**src/rtl/tcp_pkg.sv**
```systemverilog
package tcp_pkg;

    localparam int PS_W   = 8;
    localparam int CODE_W = 4;

    typedef enum logic [1:0] {
        SRC_BUS      = 2'b00,
        SRC_FIXED    = 2'b01,
        SRC_PIN_FALL = 2'b10,
        SRC_PIN_RISE = 2'b11
    } src_e;

    typedef struct packed {
        src_e              src;
        logic [CODE_W-1:0] div;
    } ctrl_t;

    // Low-bit mask of the prescaler that must be all ones for a tick.
    function automatic logic [PS_W-1:0] tap_mask(input logic [CODE_W-1:0] code);
        logic [PS_W:0] full;
        int            n;
        n    = (int'(code) > PS_W) ? PS_W : int'(code);
        full = (PS_W+1)'((1 << n) - 1);
        return full[PS_W-1:0];
    endfunction

endpackage

```
**src/rtl/tcp_ctrl_reg.sv**
```systemverilog
module tcp_ctrl_reg
    import tcp_pkg::*;
(
    input  logic        clk,
    input  logic        rst,
    input  logic        wr_en,
    input  logic [7:0]  wr_data,
    output ctrl_t       ctrl,
    output logic [7:0]  rd_data
);

    always_ff @(posedge clk) begin
        if (rst) begin
            ctrl <= '{src: SRC_BUS, div: '0};
        end else if (wr_en) begin
            ctrl <= '{src: src_e'(wr_data[5:4]), div: wr_data[3:0]};
        end
    end

    assign rd_data = {2'b00, ctrl};

    assert_reg_update_R2: assert property (@(posedge clk) disable iff (rst)
        wr_en |=> rd_data == {2'b00, $past(wr_data[5:0])});

    assert_reg_hold_R9: assert property (@(posedge clk) disable iff (rst)
        !wr_en |=> $stable(rd_data));

endmodule

```
**src/rtl/tcp_src_sel.sv**
```systemverilog
module tcp_src_sel
    import tcp_pkg::*;
#(
    parameter int SYNC_N = 2
)(
    input  logic clk,
    input  logic rst,
    input  src_e src,
    input  logic fixed_stb,
    input  logic ext_pin,
    output logic event_o
);

    localparam int SH_W = SYNC_N + 1;

    logic [SH_W-1:0] sh;
    logic            pin_now;
    logic            pin_prev;
    logic            rise_ev;
    logic            fall_ev;

    always_ff @(posedge clk) begin
        if (rst) begin
            sh <= '0;
        end else begin
            sh <= {sh[SH_W-2:0], ext_pin};
        end
    end

    assign pin_now  = sh[SYNC_N-1];
    assign pin_prev = sh[SYNC_N];
    assign rise_ev  = pin_now & ~pin_prev;
    assign fall_ev  = ~pin_now & pin_prev;

    always_comb begin
        unique case (src)
            SRC_BUS:      event_o = 1'b1;
            SRC_FIXED:    event_o = fixed_stb;
            SRC_PIN_FALL: event_o = fall_ev;
            SRC_PIN_RISE: event_o = rise_ev;
            default:      event_o = 1'b1;
        endcase
    end

    assert_fixed_gate_R4: assert property (@(posedge clk) disable iff (rst)
        (src == SRC_FIXED && !fixed_stb) |-> !event_o);

    assert_edge_single_R5: assert property (@(posedge clk) disable iff (rst)
        (src inside {SRC_PIN_FALL, SRC_PIN_RISE}) && event_o && $stable(src) |=> !event_o || !$stable(src));

endmodule

```
**src/rtl/tcp_divider.sv**
```systemverilog
module tcp_divider
    import tcp_pkg::*;
(
    input  logic              clk,
    input  logic              rst,
    input  logic              halt,
    input  logic              event_i,
    input  logic [CODE_W-1:0] div,
    output logic              tick
);

    logic [PS_W-1:0] cnt;
    logic [PS_W-1:0] mask;

    always_ff @(posedge clk) begin
        if (rst || halt) begin
            cnt <= '0;
        end else if (event_i) begin
            cnt <= cnt + 1'b1;
        end
    end

    assign mask = tap_mask(div);
    assign tick = !halt && event_i && ((cnt & mask) == mask);

    assert_tick_needs_event_R7: assert property (@(posedge clk) disable iff (rst)
        tick |-> event_i);

    assert_idle_hold_R9: assert property (@(posedge clk) disable iff (rst)
        (!halt && !event_i) |=> $stable(cnt));

    assert_halt_clear_R10: assert property (@(posedge clk) disable iff (rst)
        halt |=> cnt == '0);

    assert_halt_quiet_R10: assert property (@(posedge clk) disable iff (rst)
        halt |-> !tick);

endmodule

```
**src/rtl/tmr_cnt_enable.sv**
```systemverilog
module tmr_cnt_enable
    import tcp_pkg::*;
#(
    parameter int SYNC_N = 2
)(
    input  logic       clk,
    input  logic       rst,
    input  logic       wr_en,
    input  logic [7:0] wr_data,
    output logic [7:0] rd_data,
    input  logic       fixed_stb,
    input  logic       ext_pin,
    input  logic       halt,
    output logic       tick
);

    ctrl_t ctrl;
    logic  src_event;

    tcp_ctrl_reg u_reg (
        .clk     (clk),
        .rst     (rst),
        .wr_en   (wr_en),
        .wr_data (wr_data),
        .ctrl    (ctrl),
        .rd_data (rd_data)
    );

    tcp_src_sel #(.SYNC_N(SYNC_N)) u_src (
        .clk       (clk),
        .rst       (rst),
        .src       (ctrl.src),
        .fixed_stb (fixed_stb),
        .ext_pin   (ext_pin),
        .event_o   (src_event)
    );

    tcp_divider u_div (
        .clk     (clk),
        .rst     (rst),
        .halt    (halt),
        .event_i (src_event),
        .div     (ctrl.div),
        .tick    (tick)
    );

    assert_bus_div1_R1: assert property (@(posedge clk) disable iff (rst)
        (rd_data == 8'h00 && !halt) |-> tick);

endmodule

```
**config.mk**
```make
export PLATFORM = sky130hd
export DESIGN_NAME = tmr_cnt_enable
export DESIGN_NICKNAME = d
export VERILOG_FILES = /design/src/rtl/tcp_pkg.sv /design/src/rtl/tcp_ctrl_reg.sv /design/src/rtl/tcp_src_sel.sv /design/src/rtl/tcp_divider.sv /design/src/rtl/tmr_cnt_enable.sv
export SDC_FILE = /design/constraint.sdc
export NUM_CORES = 1
export LEC_CHECK = 0
export BUFFER_PORTS_ARGS = -buffer_cell sky130_fd_sc_hd__buf_4
export CAP_MARGIN = 20
export CELL_PAD_IN_SITES_DETAIL_PLACEMENT = 0
export CELL_PAD_IN_SITES_GLOBAL_PLACEMENT = 2
export CORE_MARGIN = 2
export CORE_UTILIZATION = 29
export DETAILED_ROUTE_END_ITERATION = 8
export PLACE_DENSITY = 0.78
export SKIP_CTS_REPAIR_TIMING = 1
export SYNTH_ARGS = -nofsm -noshare
export SYNTH_HDL_FRONTEND = slang
export SYNTH_SLANG_ARGS = --single-unit
```
**constraint.sdc**
```tcl
create_clock -name clk -period 2.5 [get_ports clk]
set_clock_uncertainty 0.1 [all_clocks]
set_input_delay 0.125 -clock clk [delete_from_list [all_inputs] [get_ports clk]]
set_output_delay 0.125 -clock clk [all_outputs]
set_load 0.01 [all_outputs]
```
### Yosys cells after proc, flatten, opt, wreduce, memory -nomap -nowiden

Index checks and enable logic that the tools add are counted.

* register bits after elaboration: 17
* latch bits: 0
* RAM bits: 0
* ROM bits: 0
* memories: 0

* add/subtract/negate cells: 2
* multiply operators: 0
* divide/modulo/power cells: 0
* order comparisons: 1
* equal/unequal tests: 4
* shift operators: 1
* mux-type cells: 2
* bitwise gates (word level): 5
* reduce and logical (&&, ||, !) cells: 5

Operators with widths (number)
* 1-bit by 32-bit << shifter with 8-bit output (first input constant): 1
* 8-bit by 1-bit adder with 8-bit output (second input constant): 1
* 8-bit AND: 1
* 8-bit == test: 1
* 8-bit by 2-bit subtractor with 8-bit output (second input constant): 1
* 2-bit == test (second input constant): 2
* 4-bit greater-than comparator (second input constant): 1
* 4-bit 2-to-1 mux: 1
* 1-bit case mux with 4 select lines: 1
* 1-bit AND: 2
* 2-bit by 1-bit == test with 1-bit output (second input constant): 1
* 1-bit logical AND: 2
* 2-bit zero test: 1
* 1-bit inverter: 2
* 1-bit zero test: 1
* 1-bit logical OR: 1

### Depth between registers and ports, before layout

Gate-level depths: netlist of the first run.

* depth in word-level cells: 7
* mapped depth: 7
* mapped depth without buffers: 7

### Modules after synthesis

A second synthesis of the first run with hierarchy kept.

* cells, all modules: 97
* area, all modules: 883.3 µm²

Modules (own cells, without submodules)
* tcp_divider: times used 1, cells each 59, area each 490.5 µm²
* tcp_ctrl_reg: times used 1, cells each 28, area each 277.8 µm²
* tcp_src_sel: times used 1, cells each 10, area each 115.1 µm²

### Worst setup path after synthesis of the first run

No wires, ideal clock.

* path type: flip-flop to output port
* start point: reg, netlist name u_reg.ctrl[3]
* end point: out tick
* arrival: 2.024 ns
* required time: 2.275 ns
* slack: 0.251 ns
* stages on the path, launching flop included: 8
* path buffers: 1
* path through: dfxtp_1 clkbuf_2 or4_4 ha_1 nor2_1 nor3_1 o31ai_1 nor4_1

* longest elaborated chain between the ends: 7

RTL lines
* 4-bit greater-than comparator: RTL line tcp_pkg.sv:22 `n = (int'(code) > PS_W) ? PS_W : int'(code);`
* 4-bit 2-to-1 mux *: RTL line tcp_pkg.sv:22
* 1-bit by 32-bit << shifter with 8-bit output *: RTL line tcp_pkg.sv:23 `full = (PS_W+1)'((1 << n) - 1);`
* 8-bit by 2-bit subtractor with 8-bit output *: RTL line tcp_pkg.sv:23
* 8-bit AND: RTL line tcp_divider.sv:24 `assign tick = !halt && event_i && ((cnt & mask) == mask);`
* 8-bit == test *: RTL line tcp_divider.sv:24
* 1-bit logical AND *: RTL line tcp_divider.sv:24
* to (decl): RTL line tmr_cnt_enable.sv:14 `output logic tick`

Every way passes the cells marked *; elsewhere a longest branch is shown, timed or not.

### Final worst setup path of the first run

* start point: reg, netlist name u_reg.ctrl[3]
* end point: out tick

* longest elaborated chain between the ends: 7

RTL lines (RTL line)
* 4-bit greater-than comparator: tcp_pkg.sv:22
* 4-bit 2-to-1 mux *: tcp_pkg.sv:22
* 1-bit by 32-bit << shifter with 8-bit output *: tcp_pkg.sv:23
* 8-bit by 2-bit subtractor with 8-bit output *: tcp_pkg.sv:23
* 8-bit AND: tcp_divider.sv:24
* 8-bit == test *: tcp_divider.sv:24
* 1-bit logical AND *: tcp_divider.sv:24

Marks and branches as above.

==> results.cfg, run 1 <==
[finish]
seq_area_um2 = 340.3
fin_nets = 143
drive_gt1_frac = 0.2222
diodes = 0
nFillCells = 271
multiInputGateArea_um2 = 475.5
area_growth_pct = 31.72

[setup_path]
cpPeakStageDelay_ns = 0.53
cp-end-kind = output port
crit_buf_inv = 1
crit_chain = or4_4, ha_1, xnor2_1, o22ai_1, nor4_1, buf_4
reg2reg_setup_slack_ns = 0.72
cpMaxStageDelayCell = or4_4
timing.rr.start = u_reg.ctrl[4]$_SDFFE_PP0P_
critPathTopFamily = simple AND/OR/NAND/NOR gates
reg2regPathDepth = 4
worstReg2RegEnd = u_div.cnt[6]$_SDFFE_PP0N_
cp-start-kind = flop
cp.arrival_ns = 2.11
critical_path_class = reg2out
cp_max_fo = 5
crit_required_ns = 2.28

[clock_tree]
clkLatencyLatePin_ns = 0.29
cts_tree = built
cts.clk_slew.worst_paths_ns = 0.10
cts_max_level = 1
clockRootBuffer = clkbuf_4
cts_max_path_buffers = 2
cts_sinks = 17
cts_buffers = 3

[hold_path]
hold_depth = 3
worstHoldEndpoint = u_reg.ctrl[1]$_SDFFE_PP0P_
worstHoldStart = wr_en
hp-class = in2reg

[die]
die_h_um = 58.33
core_um2 = 2781
num_rows = 19
start_util = 0.3077
die-area_um2 = 3402
pin_count = 23
die_width_um = 58.33

[sta]
drv_slew = 0
setup_tns_ns = 0
postLayoutSetupSlackWorst_ns = 0.1606
hold_ws_ns = 0.06371
fin_crit_ns = 2.339
setup_violations = 0
hold_viol = 0
finalCritPeriodShare = 0.9358
fmax_mhz = 427.5
grt_setup_unrepaired = false

[logic_synthesis]
ys_ff_latch = 17
synth.avg_cell_area_um2 = 8.645
yosysWarnings = 0
syn_area_um2 = 855.8
synthArstFlopShare = 0
synth_top_area_share = 0.3977
syn_inst = 99
synth_area_leaders = dfxtp_1 (40%), mux2i_1 (8.2%), a21oi_1 (4.7%), nor2_1 (4.4%), nor2b_1 (4.4%)
synth_top_cell_by_area = dfxtp_1
synth_edf_count = 0
ys_types = 35
yosys_most_used_dff = dfxtp_1
seq_area_frac_synth = 0.3977

[placed_design]
io_buffer_count = 18
place_congestion = 0.7342
dp_worst_setup_slack_ns = 0.4103
dp_hpwl_mm = 1.360

[drt]
drt_iter0_drc = 14
viasPerCell = 5.000
drcViolationCount = 0
ant_nets = 0
vias = 785
routedWlPerCell_um = 11.99
drt_first_pass_iters = 4
finalWirelength_mm = 1.883

[global_route]
grt.busiest_layer = met2
antenna_found_initial = 0
grt_max_degree = 16
grt_usage = 0.1167
grtUsageMet3 = 0.03956
grt_use_met1 = 0.1469
grt-ovfl-total = 0
grt_pass1_vias = 698
grt_pass1_wl_mm = 3.077
met2_usage = 0.1910

[pwr]
cellPowerDensity_nw_per_um2 = 482.6
ir_worst_vdd_uv = 381.2
p_leak_nw = 0.4472

[flow_run]
max_cap_violations = 0

[run_status]
outcome = complete, no violations
cell usage after synthesis (2+ instances only):
master / number
buf_4: 2
or4_1: 2
or3_1: 4
mux2i_1: 7
nor4b_1: 2
nand2_1: 4
nor2_1: 10
a21oi_1: 8
inv_1: 2
clkbuf_1: 2
nor2b_1: 6
nand3_1: 3
ha_1: 2
dfxtp_1: 17
o21ai_0: 5
nor3_1: 2
o31ai_1: 3
cell usage in the layout (no fill, tap or decap), drive strengths merged, types with 2 or more instances in the layout:
cell	instances
nor2	10
ha	2
nor2b	6
nor3	2
dlygate4sd3	8
or3	4
nor4b	2
mux2i	7
clkbuf	3
a21oi	8
or4	3
conb	2
nand2	4
inv	2
dfxtp	17
o31ai	3
o21ai	5
nand3	3
buf	21
metal layers:
layer	vias up	wire [um]
met5	-	0
met4	0	15
met3	2	66
met2	15	893
met1	360	908
li1	408	-
registers in the layout, summed over array words and instances, names as in the netlist:
register,count
u_div.cnt,8
u_src.sh,3
u_reg.ctrl,6
cell families (layout without fill, tap and decap cells):
group | count (synthesis) | after routing | share of synthesized area
simple gates | 42 | 42 | 0.2851
compound gates | 19 | 19 | 0.1301
fa+ha+maj | 2 | 2 | 0.02924
buf+inv | 9 | 35 | 0.05116
xor+xnor | 2 | 2 | 0.02047
flops | 17 | 17 | 0.3977
mux | 7 | 7 | 0.08187
other cells | 1 | 2 | 0.004382
layout make-up:
type                       count  area share
clock buffer                   3     0.01998
clock inverter                 1    0.004440
inverter                       2    0.006659
multi-input combinational     74      0.4218
sequential                    17      0.3019
tap                           31     0.03441
timing repair buffer          29      0.2109
tightest hold or removal path: cells and delay by family:
kind / cells / cell delay (ns)
buffers and inverters: 1 / 0.15
AND/OR/NAND/NOR: 1 / 0.07
multiplexers: 1 / 0.08
power by group:
group,leakage (nW),switching [W],internal [W],total [W]
combinational,0.291,0.0000481,0.0000591,0.000107
sequential,0.139,0.00000991,0.000280,0.000290
clock,0.0177,0.0000872,0.0000594,0.000147
total,0.447,0.000145,0.000399,0.000544
worst max-delay path by stage:
| stage | from | to | depth (start not counted) |
|---|---|---|---|
| 6_report | u_reg.ctrl[3]$_SDFFE_PP0P_ | tick | 6 |
| 5_1_grt | u_reg.ctrl[3]$_SDFFE_PP0P_ | tick | 6 |
| 4_1_cts | u_reg.ctrl[3]$_SDFFE_PP0P_ | tick | 7 |
| 3_5_place_dp | u_reg.ctrl[3]$_SDFFE_PP0P_ | tick | 7 |
| 3_3_place_gp | u_reg.ctrl[3]$_SDFFE_PP0P_ | tick | 7 |
| 2_1_floorplan | u_reg.ctrl[3]$_SDFFE_PP0P_ | tick | 7 |
through the flow:
stage	utilization	instances	instance area (um^2)	total power, W
after floorplan	-	100	859.6	0.0003595
after global placement	0.3666	145	1020	0.0003938
after detailed placement	0.3666	145	1020	0.0003950
after CTS	0.3765	149	1047	0.0005400
after global routing	0.4053	157	1127	0.0005718
final	0.4053	157	1127	0.0005441
No activity file was read; power rests on OpenSTA's default activity.
==> run 2: changes to the inputs <==
Settings changed: CORE_MARGIN 2 to 4.
==> results.cfg, run 2 (synthesized netlist as in run 1, its figures left out) <==
[run_status]
violations = negative hold slack
outcome = finished, violations left

[finish]
diodes = 0
layout_common_cells = buf_4 (21), dfxtp_1 (17), nor2_1 (10), a21oi_1 (8), dlygate4sd3_1 (8)
drive_gt1_frac = 0.2222
biggestRegsByFlops = u_div.cnt (8), u_reg.ctrl (6), u_src.sh (3)
regMostFlops = u_div.cnt
finalNonFillerCells = 157
fin_nets = 143
area_growth_pct = 31.72
largest_register_ffs = 8
layout_commonest_cell = buf_4

[pwr]
ir_worst_vdd_uv = 406.5
cellPowerDensity_nw_per_um2 = 484.6
p_leak_nw = 0.4509

[global_route]
grt-ovfl-total = 0
antenna_found_initial = 0
grt_pass1_vias = 743
grt_pass1_wl_mm = 3.470
grt_max_degree = 16
grt_usage = 0.1073

[setup_path]
cp-start-kind = flop
worstReg2RegEnd = u_div.cnt[6]$_SDFFE_PP0N_
critical_path_class = reg2out
reg2reg_setup_slack_ns = 0.73
cp-end-kind = output port
cp_max_fo = 5
crit_required_ns = 2.28
cp.arrival_ns = 2.14
reg2regPathDepth = 4
timing.rr.start = u_reg.ctrl[4]$_SDFFE_PP0P_

[die]
die_width_um = 62.33
pin_count = 23
num_rows = 19
start_util = 0.3077
core_um2 = 2781
die_h_um = 62.33
die-area_um2 = 3884

[sta]
hold_ws_ns = -0.04065
setup_tns_ns = 0
fmax_mhz = 423.2
grt_setup_unrepaired = false
drv_slew = 0
fin_crit_ns = 2.363
setup_violations = 0
finalCritPeriodShare = 0.9451
hold_viol = 2

[clock_tree]
cts_buffers = 3
cts_max_path_buffers = 2
clockRootBuffer = clkbuf_4
cts_tree = built
cts_max_level = 1
cts_sinks = 17
cts.clk_slew.worst_paths_ns = 0.10
clkLatencyLatePin_ns = 0.29

[drt]
routedWlPerCell_um = 12.09
ant_nets = 0
highest_layer = met4
vias = 784
wl_met3_um = 82
wl_met2_um = 923
viasPerCell = 4.994
drcViolationCount = 0
drt-met1-wl_um = 865
drt_iter0_drc = 6
finalWirelength_mm = 1.898
drt_first_pass_iters = 4

[placed_design]
io_buffer_count = 18
placed_cells = 145
dp_hpwl_mm = 1.409
place_congestion = 0.7526

[hold_path]
worstHoldStart = wr_data[3]
worstHoldEndpoint = u_reg.ctrl[3]$_SDFFE_PP0P_
hp-class = in2reg
hold_depth = 3

[flow_run]
max_cap_violations = 0
==> run 2: cell counts in the layout (fill, tap and decap cells not counted) <==
No cell type changed its count.
==> run 2: layout make-up <==
cell class,instances,area [um^2]
Clock inverter,1,5.005
Sequential cell,17,340.3
Timing Repair Buffer,29,237.7
Fill cell,300,1654
Inverter,2,7.507
Clock buffer,3,22.52
Tap cell,31,38.79
Multi-Input combinational cell,74,475.5
==> run 2: how the worst max path moves through the flow <==
stage | start | endpoint | slack (ns) | cells past startpoint
floorplan | u_reg.ctrl[3]$_SDFFE_PP0P_ | tick | 0.25 | 7
global placement | u_reg.ctrl[3]$_SDFFE_PP0P_ | tick | 0.40 | 7
detailed placement | u_reg.ctrl[3]$_SDFFE_PP0P_ | tick | 0.40 | 7
CTS | u_reg.ctrl[3]$_SDFFE_PP0P_ | tick | 0.06 | 7
global route | u_reg.ctrl[3]$_SDFFE_PP0P_ | tick | 0.02 | 6
finish | u_reg.ctrl[3]$_SDFFE_PP0P_ | tick | 0.14 | 6
==> run 2: per-layer routing <==
metal	global-route usage	up-vias
met4	0.03979	0
met5	0	-
li1	-	404
met2	0.1658	14
met1	0.1342	362
met3	0.04144	4
==> run 2: metrics by stage <==
stage	worst slack [ns]	utilization	area (um^2)	total power (W)	hold WS, ns
2_1_floorplan	0.2515	-	859.6	0.0003595	0.1532
3_3_place_gp	0.3975	0.3666	1020	0.0003940	0.2412
3_5_place_dp	0.3962	0.3666	1020	0.0003951	0.2423
4_1_cts	0.05705	0.3765	1047	0.0005425	-0.07286
5_1_grt	0.01817	0.4053	1127	0.0005846	0.003179
6_report	0.1372	0.4053	1127	0.0005463	-0.04065
==> run 2: power breakdown <==
part / internal, W / total [W] / leakage [nW] / switching [W]
Clock: 0.0000595 / 0.000149 / 0.0177 / 0.0000893
Combinational: 0.0000594 / 0.000108 / 0.294 / 0.0000482
Sequential: 0.000280 / 0.000290 / 0.139 / 0.00000954
==> run 2: worst max-delay path, stage by stage, from the launching register on <==
cell and delay, ns:
dfxtp_1 0.33, or4_4 0.53, ha_1 0.27, xnor2_1 0.17, o22ai_1 0.10, nor4_1 0.28, buf_4 0.16
==> run 3: changes to the inputs <==
Settings changed: GPL_TIMING_DRIVEN set to 0, REMOVE_ABC_BUFFERS set to 1.
Clock period 2.5 ns to 2.3 ns, I/O delays scaled along.
==> results.cfg, run 3 (synthesized netlist as in run 1, its figures left out) <==
[drt]
viasPerCell = 5.070
drcViolationCount = 0
finalWirelength_mm = 1.923
drt_first_pass_iters = 4
drt_iter0_drc = 28
vias = 796
routedWlPerCell_um = 12.25
ant_nets = 0

[global_route]
grt_usage = 0.1049
grt_max_degree = 16
grt-ovfl-total = 0
grt_pass1_vias = 758
grt_pass1_wl_mm = 3.450
antenna_found_initial = 0

[finish]
final_area_um2 = 1164
area_growth_pct = 35.97
nFillCells = 295
fin_nets = 143
biggestRegsByFlops = u_div.cnt (8), u_reg.ctrl (6), u_src.sh (3)
drive_gt1_frac = 0.3016
layout_common_cells = buf_4 (24), dfxtp_1 (14), nor2_1 (9), a21oi_1 (8), mux2i_1 (7)
diodes = 0
finalNonFillerCells = 157
layout_commonest_cell = buf_4
regMostFlops = u_div.cnt
largest_register_ffs = 8

[setup_path]
reg2regPathDepth = 4
cp-end-kind = output port
cp-start-kind = flop
cpMaxStageDelayCell = or4_4
critical_path_class = reg2out
critPathTopFamily = simple AND/OR/NAND/NOR gates
crit_cells = 7
reg2reg_setup_slack_ns = 0.52
crit_buf_inv = 1
cp.arrival_ns = 2.09
crit_chain = or4_4, ha_4, nor3_1, a21oi_1, o31ai_1, nor4_2, buf_4
cpPeakStageDelay_ns = 0.56
crit_required_ns = 2.09
crit_start = u_reg.ctrl[1]$_SDFFE_PP0P_
cp_max_fo = 5
worstReg2RegEnd = u_div.cnt[7]$_SDFFE_PP0N_
endpoint = tick
timing.rr.start = u_reg.ctrl[4]$_SDFFE_PP0P_

[clock_tree]
cts.clk_slew.worst_paths_ns = 0.09
cts_sinks = 17
cts_buffers = 3
cts_max_level = 1
clkLatencyLatePin_ns = 0.28
cts_max_path_buffers = 2
clockRootBuffer = clkbuf_4
cts_tree = built

[die]
num_rows = 19
die_h_um = 62.33
start_util = 0.3077
die_width_um = 62.33
core_um2 = 2781
pin_count = 23
die-area_um2 = 3884

[sta]
grt_setup_unrepaired = true
fin_crit_ns = 2.306
finalCritPeriodShare = 1.002
slew_headroom = 0.6728
drv_slew = 0
setup_tns_ns = -0.005733
postLayoutSetupSlackWorst_ns = -0.005733
hold_viol = 3
worst_slew_pin_slew_ns = 0.4840
hold_ws_ns = -0.02743
setup_violations = 1
fmax_mhz = 433.7

[run_status]
violations = negative hold slack, negative setup slack
outcome = finished, violations left

[placed_design]
dp_hpwl_mm = 1.348
post_dp_cell_area_um2 = 997.2
io_buffer_count = 18
dp_worst_setup_slack_ns = 0.07234
placed_cells = 142
place_congestion = 0.6812

[pwr]
cellPowerDensity_nw_per_um2 = 519.3
total_power_w = 0.0006043
p_leak_nw = 0.4563
ir_worst_vdd_uv = 326.4

[flow_run]
max_cap_violations = 0

[hold_path]
hp-class = in2reg
worstHoldStart = wr_data[3]
## run 3: cell types whose count changed in the layout (fill, tap and decap cells not counted), moves of 3 or more
cell | previous run | this run
buf_4 | 21 | 24
dfxtp_1 | 17 | 14
dfxtp_4 | 0 | 3
dlygate4sd3_1 | 8 | 5
## run 3: worst min-delay path, stage by stage
cell and delay [ns]:
buf_4 0.08, mux2i_1 0.05, nor2_1 0.08
## run 3: power breakdown
part	leakage [nW]	internal (W)	switching (W)
Combinational	0.300	0.0000734	0.0000558
Sequential	0.141	0.000304	0.0000141
Clock	0.0150	0.0000673	0.0000901
Total	0.456	0.000444	0.000160
## run 3: layer usage
metal | GRT usage | up-vias | wire length (um)
met1 | 0.1382 | 370 | 955
met4 | 0.02387 | 0 | 8
met3 | 0.03784 | 2 | 79
li1 | - | 408 | -
met5 | 0 | - | 0
met2 | 0.1632 | 16 | 879
## run 3: how the worst min path moves through the flow
stage	to	slack (ns)	depth (start not counted)
after floorplan	u_src.sh[0]$_SDFF_PP0_	0.09	1
after global placement	u_src.sh[0]$_SDFF_PP0_	0.23	2
after detailed placement	u_reg.ctrl[5]$_SDFFE_PP0P_	0.26	3
after CTS	u_reg.ctrl[2]$_SDFFE_PP0P_	-0.05	3
after global routing	u_reg.ctrl[1]$_SDFFE_PP0P_	0.009	3
final	u_reg.ctrl[3]$_SDFFE_PP0P_	-0.03	3
## run 3: final cells by class
class / instances / area (um^2) / area share
Timing Repair Buffer: 29 / 230.2 / 0.1978
Clock buffer: 4 / 26.28 / 0.02258
Multi-Input combinational cell: 74 / 509.2 / 0.4376
Tap cell: 31 / 38.79 / 0.03333
Inverter: 2 / 7.507 / 0.006452
Sequential cell: 17 / 351.6 / 0.3021
## run 3: per-stage QoR
step,utilization,hold slack [ns]
finish,0.4184,-0.02743
global route,0.4184,0.009291
CTS,0.3680,-0.04831
detailed placement,0.3585,0.2597
global placement,0.3585,0.2342
floorplan,-,0.08661
